--- src/rtl/bp_pkg.sv ---
package bp_pkg;
    localparam int N_ST = 5;

    typedef enum int unsigned {
        IX_IDLE = 0,
        IX_REQ  = 1,
        IX_TURN = 2,
        IX_ADDR = 3,
        IX_PARK = 4
    } st_ix_e;

    typedef logic [N_ST-1:0] st_vec_t;

    typedef struct packed {
        st_vec_t st;
    } fsm_reg_t;

    localparam st_vec_t ST_RESET = st_vec_t'(1) << IX_IDLE;
endpackage

--- src/rtl/ta_timer.sv ---
module ta_timer #(
    parameter int TA_CYCLES = 1
) (
    input  logic clk,
    input  logic rst_n,
    input  logic in_turn,
    output logic done
);
    localparam int CW = (TA_CYCLES < 2) ? 1 : $clog2(TA_CYCLES + 1);
    localparam logic [CW-1:0] LIM = CW'(TA_CYCLES - 1);

    logic [CW-1:0] cnt_d, cnt_q;

    always_comb begin
        cnt_d = cnt_q;
        if (!in_turn) begin
            cnt_d = '0;
        end else if (cnt_q < LIM) begin
            cnt_d = cnt_q + 1'b1;
        end
    end

    always_ff @(posedge clk or negedge rst_n) begin
        if (!rst_n) begin
            cnt_q <= '0;
        end else begin
            cnt_q <= cnt_d;
        end
    end

    assign done = (cnt_q >= LIM);
endmodule

--- src/rtl/park_fsm.sv ---
module park_fsm
    import bp_pkg::*;
(
    input  logic    clk,
    input  logic    rst_n,
    input  logic    pend,
    input  logic    gnt,
    input  logic    bus_idle,
    input  logic    ta_done,
    output st_vec_t st_q
);
    fsm_reg_t r_d, r_q;
    logic     gnt_idle;

    assign gnt_idle = gnt && bus_idle;

    always_comb begin
        r_d    = r_q;
        r_d.st = '0;
        if (r_q.st[IX_IDLE]) begin
            if (gnt_idle)  r_d.st[IX_TURN] = 1'b1;
            else if (pend) r_d.st[IX_REQ]  = 1'b1;
            else           r_d.st[IX_IDLE] = 1'b1;
        end else if (r_q.st[IX_REQ]) begin
            if (gnt_idle)  r_d.st[IX_TURN] = 1'b1;
            else if (!pend) r_d.st[IX_IDLE] = 1'b1;
            else           r_d.st[IX_REQ]  = 1'b1;
        end else if (r_q.st[IX_TURN]) begin
            if (!gnt) begin
                if (pend) r_d.st[IX_REQ]  = 1'b1;
                else      r_d.st[IX_IDLE] = 1'b1;
            end else if (ta_done && bus_idle) begin
                if (pend) r_d.st[IX_ADDR] = 1'b1;
                else      r_d.st[IX_PARK] = 1'b1;
            end else begin
                r_d.st[IX_TURN] = 1'b1;
            end
        end else if (r_q.st[IX_ADDR]) begin
            r_d.st[IX_IDLE] = 1'b1;
        end else if (r_q.st[IX_PARK]) begin
            if (!gnt)                 r_d.st[IX_IDLE] = 1'b1;
            else if (pend && bus_idle) r_d.st[IX_ADDR] = 1'b1;
            else                      r_d.st[IX_PARK] = 1'b1;
        end else begin
            r_d.st[IX_IDLE] = 1'b1;
        end
    end

    always_ff @(posedge clk or negedge rst_n) begin
        if (!rst_n) begin
            r_q <= '{st: ST_RESET};
        end else begin
            r_q <= r_d;
        end
    end

    assign st_q = r_q.st;

    AST_STATE_ONEHOT: assert property (@(posedge clk) disable iff (!rst_n)
        $countones(r_q.st) == 1);
    AST_TURN_HELD: assert property (@(posedge clk) disable iff (!rst_n)
        (r_q.st[IX_TURN] && !ta_done) |=> !r_q.st[IX_ADDR]);
    AST_ADDR_SOURCE: assert property (@(posedge clk) disable iff (!rst_n)
        (!r_q.st[IX_TURN] && !r_q.st[IX_PARK]) |=> !r_q.st[IX_ADDR]);
endmodule

--- src/rtl/out_decode.sv ---
module out_decode
    import bp_pkg::*;
(
    input  st_vec_t st,
    input  logic    pend,
    output logic    req,
    output logic    drv_en,
    output logic    addr_start,
    output logic    parked
);
    always_comb begin
        req        = st[IX_REQ] || (st[IX_TURN] && pend);
        drv_en     = st[IX_ADDR] || st[IX_PARK];
        addr_start = st[IX_ADDR];
        parked     = st[IX_PARK];
    end
endmodule

--- src/rtl/ext_arb_master.sv ---
module ext_arb_master
    import bp_pkg::*;
#(
    parameter int TA_CYCLES = 1
) (
    input  logic clk,
    input  logic rst_n,
    input  logic xact_pend_i,
    input  logic gnt_i,
    input  logic frame_i,
    input  logic irdy_i,
    output logic req_o,
    output logic drv_en_o,
    output logic addr_start_o,
    output logic parked_o
);
    logic    bus_idle;
    logic    ta_done;
    st_vec_t st;

    assign bus_idle = !frame_i && !irdy_i;

    ta_timer #(.TA_CYCLES(TA_CYCLES)) u_timer (
        .clk     (clk),
        .rst_n   (rst_n),
        .in_turn (st[IX_TURN]),
        .done    (ta_done)
    );

    park_fsm u_fsm (
        .clk      (clk),
        .rst_n    (rst_n),
        .pend     (xact_pend_i),
        .gnt      (gnt_i),
        .bus_idle (bus_idle),
        .ta_done  (ta_done),
        .st_q     (st)
    );

    out_decode u_dec (
        .st         (st),
        .pend       (xact_pend_i),
        .req        (req_o),
        .drv_en     (drv_en_o),
        .addr_start (addr_start_o),
        .parked     (parked_o)
    );

    AST_ADDR_PULSE: assert property (@(posedge clk) disable iff (!rst_n)
        addr_start_o |=> !addr_start_o);
    AST_GNT_LOSS: assert property (@(posedge clk) disable iff (!rst_n)
        (parked_o && !gnt_i) |=> (!drv_en_o && !parked_o));
    AST_BUSY_NO_ADDR: assert property (@(posedge clk) disable iff (!rst_n)
        !bus_idle |=> !addr_start_o);
    AST_PARK_FAST: assert property (@(posedge clk) disable iff (!rst_n)
        (parked_o && gnt_i && bus_idle && xact_pend_i) |=> addr_start_o);
endmodule

--- config.mk ---
export PLATFORM = sky130hd
export DESIGN_NAME = ext_arb_master
export DESIGN_NICKNAME = d
export VERILOG_FILES = /design/src/rtl/bp_pkg.sv /design/src/rtl/ta_timer.sv /design/src/rtl/park_fsm.sv /design/src/rtl/out_decode.sv /design/src/rtl/ext_arb_master.sv
export SDC_FILE = /design/constraint.sdc
export NUM_CORES = 1
export LEC_CHECK = 0
export CAP_MARGIN = 0
export CORE_AREA = 2 2 39 41
export CTS_BUF_LIST = sky130_fd_sc_hd__clkbuf_8 sky130_fd_sc_hd__clkbuf_16
export DETAILED_ROUTE_END_ITERATION = 8
export DIE_AREA = 0 0 41 43
export DONT_BUFFER_PORTS = 1
export PLACE_DENSITY = 0.41
export SLEW_MARGIN = 10
export SYNTH_ARGS = -nofsm -noshare
export SYNTH_HDL_FRONTEND = slang
export SYNTH_SLANG_ARGS = --single-unit
--- constraint.sdc ---
create_clock -name clk -period 1.1 [get_ports clk]
set_input_delay 0.11 -clock clk [delete_from_list [all_inputs] [get_ports clk]]
set_output_delay 0.11 -clock clk [all_outputs]
set_load 0.01 [all_outputs]
Word-level counts from Yosys, hierarchy flattened
Index checks and enable logic that the tools add are counted.
Widths: inputs -> output; s select.
- input bits: 6
- output and inout port bits: 4
- bits in registers: 6
- logic and storage cells: 40
- order comparisons: 2
- add/sub/neg operators: 1
- eq/ne operators: 1
- mux-type cells: 25
- reduce and logical (&&, ||, !) cells: 9
- operators with widths (operator ; count):
    $mux 2 ; 10
    $mux 1 ; 12
    $mux 3 ; 3
    $logic_and 1x1->1 ; 5
    $logic_not 1->1 ; 2
    $logic_or 1x1->1 ; 2
    $ne 2x2->1 const B ; 1
    $add 1x1->1 const B ; 1
    $ge 1x1->1 const B ; 1
    $lt 1x1->1 const B ; 1

Depth between registers and ports, before layout
Gate-level depths: netlist of run 1.
- word-level depth: 10
- gate-level depth with buffers: 3
- gate-level depth less buffers: 3

Hierarchy
Synthesis of run 1 repeated with hierarchy kept, for this count alone.
- cells, all modules: 32
- area, all modules: 302.8 µm²
- modules (own cells, without submodules) (module ; area each (µm²) ; cells each ; times used ; sequential area each (µm²)):
    park_fsm ; 259.0 ; 25 ; 1 ; 126.4
    out_decode ; 28.8 ; 4 ; 1 ; 0.0
    ta_timer ; 11.3 ; 2 ; 1 ; 0.0
    ext_arb_master ; 3.8 ; 1 ; 1 ; 0.0

Worst setup path before layout of run 1
Ideal clock, no wire load.
- path type: flip-flop to flip-flop
- start: reg u_fsm.r_q (netlist bit u_fsm.st_q[4])
- end: reg u_fsm.r_q (netlist bit u_fsm.st_q[4])
- arrival: 0.925 ns
- library setup time: 0.120 ns
- clock period less this slack: 1.045 ns
- buffers on the path: 0
- path slack: 0.055 ns
- cell stages (with the launch flop): 4
- required time: 0.980 ns
- cell sequence: dfrtp_1 -> nor2b_1 -> o211ai_1 -> and3b_2
- RTL lines (item ; RTL line ; source):
    from (decl) ; park_fsm.sv:12 ; fsm_reg_t r_d, r_q;
    from (signal assigned) ; park_fsm.sv:51 ; r_q <= '{st: ST_RESET};
    from (signal assigned) ; park_fsm.sv:53 ; r_q <= r_d;

Worst setup path in the final report of run 1
- start: reg u_fsm.r_q (netlist bit u_fsm.st_q[4])
- end: out drv_en_o
- cells in the longest elaborated chain, start to end: 1
- ends and longest elaborated chain (item ; RTL line ; source):
    $logic_or 1x1->1 ; out_decode.sv:13 ; drv_en = st[IX_ADDR] || st[IX_PARK];
    to (decl) ; ext_arb_master.sv:13 ; output logic drv_en_o,
No other way between the ends.

==> flow_summary.json, run 1 <==
{
  "status": "complete, no violations",
  "antenna_cells": 0,
  "syn-num-nets": 30,
  "viasPerCell": 4.542,
  "overflow": 0,
  "largest_reg_flops": 5,
  "io_pins": 10,
  "ys_ff_latch": 5,
  "grt_max_degree": 6,
  "start_util_pct": 17.45,
  "num_rows": 14,
  "power_leakage_nw": 0.1564,
  "firstDrtPassIters": 4,
  "use_met3_pct": 4.712,
  "crit_path_max_fanout": 2,
  "fin_skew_ps": 0.6118,
  "synth_cell_types": 18,
  "synth.most_common_cell": "dfrtp_1",
  "drt_iter0_markers": 4,
  "syn_area_um2": 241.5,
  "crit_arrival_ps": 970,
  "synth_top_cell_area_share_pct": 41.45,
  "ys_warn_count": 0,
  "place.gp.congestion": 0.7759,
  "clk_pin_slew_ps": 40,
  "relSlewSlack_pct": 83.73,
  "crit_type": "register to primary output",
  "placed_area_um2": 276.5,
  "cts_sinks": 5,
  "root_buffer": "clkbuf_8",
  "grtUsageMet2_pct": 9.063,
  "finalNetCount": 39,
  "areaGrowthSynthToFinish_pct": 47.67,
  "min_period_over_period_pct": 98.49,
  "yosys-top-cells-area": "dfrtp_1, dfstp_2, nor2_1, and3b_2, a21o_2",
  "clock_path_buffers": 2,
  "grt_pass1_wl_um": 772,
  "rsz0062_at_grt": "yes",
  "post_synth.cell_area_avg_um2": 10.06,
  "holdCritPathClass": "primary input to register",
  "wirelength_um": 553,
  "cts_tree": "built",
  "wl_per_cell_um": 11.52,
  "crit_path_start_kind": "register",
  "cap_violations": 0,
  "core_um2": 1384,
  "detail-route-antenna-nets": 0,
  "timing_hold_violations_final": 0,
  "synth-edff-count": 0,
  "hpwlAfterDp_um": 402.4,
  "use_met1_pct": 7.492,
  "postLayoutCoreUtil_pct": 25.77,
  "cp-end-kind": "primary output",
  "fp.dieArea_um2": 1763,
  "grt_usage_pct": 7.661,
  "fmax_mhz": 923.1,
  "grt_pass1_vias": 205,
  "async_flop_share_pct": 100.0,
  "insertion_delay_ps": 220,
  "cp_data_required_time_ps": 990,
  "finalCriticalPeriod_ps": 1083,
  "top_usage_layer": "met4",
  "fp.dieW_um": 41,
  "report.final.slew_viol_count": 0,
  "ys.flop_type": "dfrtp_1",
  "drc": 0,
  "worst_pin_slew_ps": 243.3,
  "ir_drop_mv": 0.5750,
  "setup_viol": 0,
  "numCtsBuffers": 3,
  "num_vias": 218,
  "numPortBuffers": 0,
  "h-tree-depth": 1,
  "final_area_um2": 356.6,
  "synth-seq-area-share_pct": 52.33,
  "synth.top_cells.by_count": "dfrtp_1, nor2_1, nand2_1",
  "layout-drive-gt1-share_pct": 31.25,
  "die_h_um": 43,
  "yosys.area.top_type": "dfrtp_1",
  "syn_inst": 24,
  "antenna_found_initial": 0,
  "powerDensity_nw_per_um2": 1735
}
worst max-delay path: stages, from the launching register on:
cell and delay, ps:
dfrtp_1 370, buf_6 120, or2_4 250
report_power, final:
group / internal (W) / leakage [nW] / switching, W
logic: 0.0000314 / 0.0651 / 0.0000276
registers: 0.000203 / 0.0644 / 0.0000156
clock network: 0.000240 / 0.0269 / 0.000101
area by class of cell:
cell class,instances,area [um2]
Clock buffer,3,41.29
Tap cell,16,20.02
Sequential cell,5,126.4
Multi-Input combinational cell,19,122.6
Clock inverter,1,3.754
Fill cell,140,1027
Timing Repair Buffer,4,42.54
cell usage in the layout, fill, tap and decap left out, types with 2 or more instances in the layout:
cell type / count
dlygate4sd3_1: 2
dfrtp_1: 4
nor2_1: 3
buf_6: 2
clkbuf_8: 3
nand2_1: 2
per-layer routing:
metal	wire length [um]	vias up	share of wire [%]
met5	0	-	0
met4	12	0	2.2
met2	255	11	46
met3	37	2	6.7
met1	247	104	45
li1	-	101	-
timing repair:
item / 4_1_cts / 5_1_grt
setup buffers: 0 / 0
hold buffers: 2 / 0
endpoints found under the hold margin: 6 / 0
resized for setup: 2 / 2
setup endpoints to repair: 1 / 2
stage by stage:
step                      std cells  hold slack [ps]  setup TNS (ps)  power (W)  setup WS, ps
after floorplan                  24           -185.6               0  0.0002542         54.89
after global placement           42           -185.4               0  0.0002649         38.52
after detailed placement         42           -185.4               0  0.0002640         53.86
after CTS                        48            9.427               0  0.0006220         6.327
after global routing             48            22.50          -12.13  0.0006403        -11.71
final                            48            13.50               0  0.0006188         16.66
logic make-up after synthesis:
| family | count (synthesis) | synth area share [%] |
|---|---|---|
| DFF | 5 | 52.34 |
| AOI/OAI and AO/OA | 8 | 23.32 |
| and+or+nand+nor | 11 | 24.36 |
worst paths after layout:
kind | from | end | slack [ps] | cells after the start
max | u_fsm.st_q[4] | drv_en_o | 20 | 2
min | xact_pend_i | u_fsm.st_q[3] | 10 | 2
max reg2reg | u_fsm.st_q[0] | u_fsm.st_q[4] | 30 | 3
min reg2reg | u_fsm.st_q[2] | u_fsm.st_q[0] | 610 | 2
max in group asynchronous | rst_n | u_fsm.st_q[0] | 660 | 1
min in group asynchronous | rst_n | u_fsm.st_q[3] | 180 | 1
No activity file was read; power rests on OpenSTA's default activity.
==> run 2: changes to the inputs <==
- CORE_AREA: 2 2 39 41 -> 4 4 41 43
- DIE_AREA: 0 0 41 43 -> 0 0 45 47
- clock period: 1.1 -> 1.2 ns (I/O delays scaled with it)
==> flow_summary.json, run 2 (synthesized netlist as in run 1, its figures left out) <==
{
  "rrSetupSlack_ps": 130,
  "power.internal_w": 0.0004309,
  "critical_path.top_delay_family": "flip-flops",
  "antenna_found_initial": 0,
  "switching_share_pct": 20.54,
  "grt_pass1_wl_um": 703,
  "holdCritPathClass": "primary input to register",
  "powerDensity_nw_per_um2": 1617,
  "finalCriticalPeriod_ps": 1096,
  "num_vias": 211,
  "status": "complete, no violations",
  "crit_type": "register to primary output",
  "holdPathStages": 2,
  "clk_pin_slew_ps": 30,
  "firstDrtPassIters": 4,
  "finalNetCount": 38,
  "power_w": 0.0005424,
  "grt_pass1_vias": 191,
  "rsz0062_at_grt": "no",
  "ir_drop_mv": 0.5891,
  "final_area_um2": 335.3,
  "dp_slack_ps": 157.3,
  "root_buffer": "clkbuf_8",
  "setup_ws_ps": 104.1,
  "fin_skew_ps": 1.379,
  "cp_cell_sequence": "buf_4, or2_4",
  "netSwitchingPower_w": 0.0001114,
  "relSlewSlack_pct": 83.77,
  "overflow": 0,
  "power_leakage_nw": 0.1483,
  "insertion_delay_ps": 220,
  "grt_max_degree": 6,
  "worst_pin_slew_ps": 241.6,
  "grt_usage_pct": 5.322,
  "hpwlAfterDp_um": 391.6,
  "rr_endpoint": "u_fsm.st_q[1]",
  "layout_commonest_cell": "dfrtp_1",
  "whs_endpoint": "u_fsm.st_q[3]",
  "detail-route-antenna-nets": 0,
  "fp.dieW_um": 45,
  "start_util_pct": 18.56,
  "numCtsBuffers": 3,
  "crit_path_max_fanout": 2,
  "timing_hold_violations_final": 0,
  "setup_viol": 0,
  "cp.depth": 2,
  "max_stage_delay_ps": 360,
  "fin_tns_setup_ps": 0,
  "wirelength_um": 504,
  "num_rows": 13,
  "cp-end-kind": "primary output",
  "seqPwrFrac_pct": 36.5,
  "numPortBuffers": 0,
  "cts_sinks": 5,
  "core_um2": 1301,
  "fmax_mhz": 912.5,
  "cap_violations": 0,
  "crit_path_start_kind": "register",
  "drt_iter0_markers": 1,
  "crit_buf_inv": 1,
  "layout_common_cells": "dfrtp_1, nor2_1, clkbuf_8",
  "die_h_um": 47,
  "h-tree-depth": 1,
  "clkPwrFrac_pct": 54.1,
  "place.gp.congestion": 0.7944,
  "areaGrowthSynthToFinish_pct": 38.86,
  "antenna_cells": 0,
  "worst_hold_slack_ps": 37.23,
  "crit_arrival_ps": 980,
  "wl_per_cell_um": 10.96,
  "cts_tree": "built",
  "drc": 0,
  "clock_path_buffers": 2,
  "post_cts_buffers": 0,
  "largest_reg_flops": 5,
  "report.final.slew_viol_count": 0,
  "viasPerCell": 4.587,
  "io_pins": 10,
  "placed_area_um2": 267.8,
  "num-fill-cells": 148,
  "hp-start": "xact_pend_i",
  "min_period_over_period_pct": 91.33,
  "pwr-share-comb_pct": 9.4,
  "crit_path_top_delay_cell": "dfrtp_1",
  "layout-drive-gt1-share_pct": 25.81,
  "fp.dieArea_um2": 2115,
  "r2r_cells": 3,
  "cp_data_required_time_ps": 1080,
  "worstReg2RegStart": "u_fsm.st_q[2]"
}
## run 2: changes by cell type in the layout (fill, tap and decap cells not counted), sizes merged
cell and change:
buf -1
## run 2: final cells by class
cell class	instances	area, um2	area share (%)
timing repair buffer	3	27.53	8.209
sequential	5	126.4	37.69
clock inverter	1	3.754	1.119
clock buffer	3	41.29	12.31
tap	15	18.77	5.597
multi-input combinational	19	117.6	35.07
## run 2: worst max path at each step
stage / from / end
floorplan: u_fsm.st_q[4] / u_fsm.st_q[4]
global placement: u_fsm.st_q[0] / u_fsm.st_q[4]
detailed placement: u_fsm.st_q[2] / u_fsm.st_q[1]
CTS: u_fsm.st_q[4] / drv_en_o
global route: u_fsm.st_q[4] / drv_en_o
finish: u_fsm.st_q[4] / drv_en_o
## run 2: metal layers
| layer | vias up | wire length, um | part of all wire (%) | track usage, % |
|---|---|---|---|---|
| met1 | 100 | 233 | 46 | 5.543 |
| met3 | 2 | 39 | 7.7 | 2.299 |
| li1 | 100 | - | - | - |
| met2 | 9 | 210 | 42 | 7.062 |
| met4 | 0 | 21 | 4.2 | 7.018 |
| met5 | - | 0 | 0 | 0 |
## run 2: power groups by stage
stage	clock network [W]	registers (W)	logic (W)
floorplan	0	0.000197	0.0000365
global placement	0	0.000199	0.0000423
detailed placement	0	0.000199	0.0000426
CTS	0.000303	0.000197	0.0000515
global route	0.000317	0.000199	0.0000567
finish	0.000294	0.000198	0.0000511
## run 2: metrics by stage
step	std cells	util [%]
after detailed placement	40	20.58
after floorplan	24	-
after CTS	46	25.58
after global routing	46	25.77
after global placement	40	20.58
final	46	25.77
## run 2: worst reg2reg max path: cells and delay by family, from the launching register on
family           cells  cell delay, ps
AND/OR/NAND/NOR      2             430
flip-flops           1             410
AO/OA/AOI/OAI        1             120
## run 2: repair_timing
action                                  CTS  global route
hold buffers                              2             0
endpoints found under the setup margin    0             1
endpoints found under the hold margin     6             0
resized for setup                         0             1
==> run 3: changes to the inputs <==
- ABC_AREA: default -> 1
- PLACE_DENSITY: 0.41 -> 0.45
- REMOVE_ABC_BUFFERS: default -> 1
==> flow_summary.json, run 3 <==
{
  "status": "complete, no violations",
  "critical_path.top_delay_family": "flip-flops",
  "post_synth.cell_area_avg_um2": 6.971,
  "hp-start": "gnt_i",
  "report.final.slew_viol_count": 0,
  "core_um2": 1301,
  "numCtsBuffers": 3,
  "antenna_cells": 0,
  "cp-end-kind": "primary output",
  "wl_per_cell_um": 9.581,
  "num_vias": 244,
  "crit_path_start_kind": "register",
  "wirelength_um": 594,
  "antenna_found_initial": 0,
  "crit_buf_inv": 0,
  "fin_skew_ps": 0.9143,
  "drt_iter0_markers": 0,
  "crit_arrival_ps": 970,
  "insertion_delay_ps": 220,
  "viasPerCell": 3.935,
  "grt_usage_pct": 7.454,
  "hpwlAfterDp_um": 499.4,
  "io_pins": 10,
  "grt_pass1_vias": 256,
  "grt_pass1_wl_um": 1035,
  "power_leakage_nw": 0.2032,
  "post_cts_buffers": 0,
  "crit_path_max_fanout": 3,
  "overflow": 0,
  "fp.dieArea_um2": 2115,
  "cts_hold_buffers": 1,
  "dp_slack_ps": 189.3,
  "cp-endpoint": "drv_en_o",
  "synth.most_common_cell": "nand2_1",
  "clock_path_buffers": 2,
  "layout_common_cells": "nand2_1, inv_1, nand3_1, dfrtp_1, clkbuf_8",
  "root_buffer": "clkbuf_8",
  "cts_tree": "built",
  "layout-drive-gt1-share_pct": 17.02,
  "async_flop_share_pct": 100.0,
  "cp_data_required_time_ps": 1080,
  "fmax_mhz": 915.4,
  "finalNetCount": 54,
  "grt_max_degree": 7,
  "rsz0062_at_grt": "no",
  "fp.dieW_um": 45,
  "clk_pin_slew_ps": 30,
  "place.gp.congestion": 0.8010,
  "r2r_cells": 4,
  "firstDrtPassIters": 1,
  "fin_tns_setup_ps": 0,
  "synth-seq-area-share_pct": 43.16,
  "ys_ff_latch": 5,
  "relSlewSlack_pct": 84.30,
  "drc": 0,
  "cp_cell_sequence": "or2_2",
  "synth-edff-count": 0,
  "yosys.area.top_type": "dfrtp_1",
  "h-tree-depth": 1,
  "start_util_pct": 22.50,
  "ir_drop_mv": 0.5057,
  "cap_violations": 0,
  "min_period_over_period_pct": 91.04,
  "layout_commonest_cell": "nand2_1",
  "rrSetupSlack_ps": 190,
  "synth.top_cells.by_count": "nand2_1, inv_1, dfrtp_1, nand3_1",
  "cp.depth": 1,
  "holdCritPathClass": "primary input to register",
  "numPortBuffers": 0,
  "crit_type": "register to primary output",
  "largest_reg_flops": 5,
  "cts_sinks": 5,
  "setup_viol": 0,
  "crit_path_top_delay_cell": "dfrtp_1",
  "cts_resized": 0,
  "yosys-top-cells-area": "dfrtp_1, nand2_1, inv_1, dfstp_2, nand3_1",
  "die_h_um": 47,
  "detail-route-antenna-nets": 0,
  "setup_ws_ps": 107.5,
  "worst_pin_slew_ps": 234.7,
  "syn_inst": 42,
  "syn_area_um2": 292.8,
  "timing_hold_violations_final": 0,
  "worstReg2RegStart": "u_fsm.st_q[0]",
  "synth_cell_types": 14,
  "synth_top_cell_area_share_pct": 34.19,
  "ys.flop_type": "dfrtp_1",
  "crit_start": "u_fsm.st_q[4]",
  "powerDensity_nw_per_um2": 1554,
  "areaGrowthSynthToFinish_pct": 25.21,
  "max_stage_delay_ps": 410,
  "num_rows": 13,
  "rr_endpoint": "u_fsm.st_q[1]",
  "finalCriticalPeriod_ps": 1092,
  "ys_warn_count": 0
}
run 3: routing by layer:
| metal | wire length (um) | global-route usage, % |
|---|---|---|
| met1 | 244 | 8.276 |
| met2 | 276 | 9.322 |
| met3 | 52 | 3.831 |
| met4 | 21 | 8.772 |
| met5 | 0 | 0 |
run 3: layout make-up:
cell class | instances | area (um2)
Fill cell | 159 | 934.6
Multi-Input combinational cell | 29 | 136.4
Sequential cell | 5 | 126.4
Clock buffer | 3 | 41.29
Inverter | 8 | 30.03
Tap cell | 15 | 18.77
Timing Repair Buffer | 1 | 10.01
Clock inverter | 1 | 3.754
run 3: cells by family after synthesis:
family	synth area share, %
buffers and inverters	10.26
DFF	43.17
AOI/OAI and AO/OA	3.416
and+or+nand+nor	43.17
run 3: worst min path at each step:
stage	end	slack [ps]	cells past startpoint
floorplan	u_fsm.st_q[1]	-180	0
CTS	u_fsm.st_q[2]	60	2
detailed placement	u_fsm.st_q[2]	-180	0
finish	u_fsm.st_q[2]	60	2
global route	u_fsm.st_q[2]	60	2
global placement	u_fsm.st_q[2]	-180	0
run 3: metrics by stage:
stage / util (%) / hold WS [ps] / cells / area [um2] / power, W
floorplan: - / -175.6 / 42 / 292.8 / 0.0002600
global placement: 23.94 / -175.5 / 57 / 311.5 / 0.0002741
detailed placement: 23.94 / -175.4 / 57 / 311.5 / 0.0002723
CTS: 28.17 / 56.36 / 62 / 366.6 / 0.0005779
global route: 28.17 / 59.71 / 62 / 366.6 / 0.0005969
finish: 28.17 / 55.91 / 62 / 366.6 / 0.0005698
run 3: where the power goes:
part / internal [W] / total [W] / switching, W
Clock: 0.000219 / 0.000295 / 0.0000761
Combinational: 0.0000287 / 0.0000731 / 0.0000443
Sequential: 0.000187 / 0.000202 / 0.0000146
Total: 0.000435 / 0.000570 / 0.000135
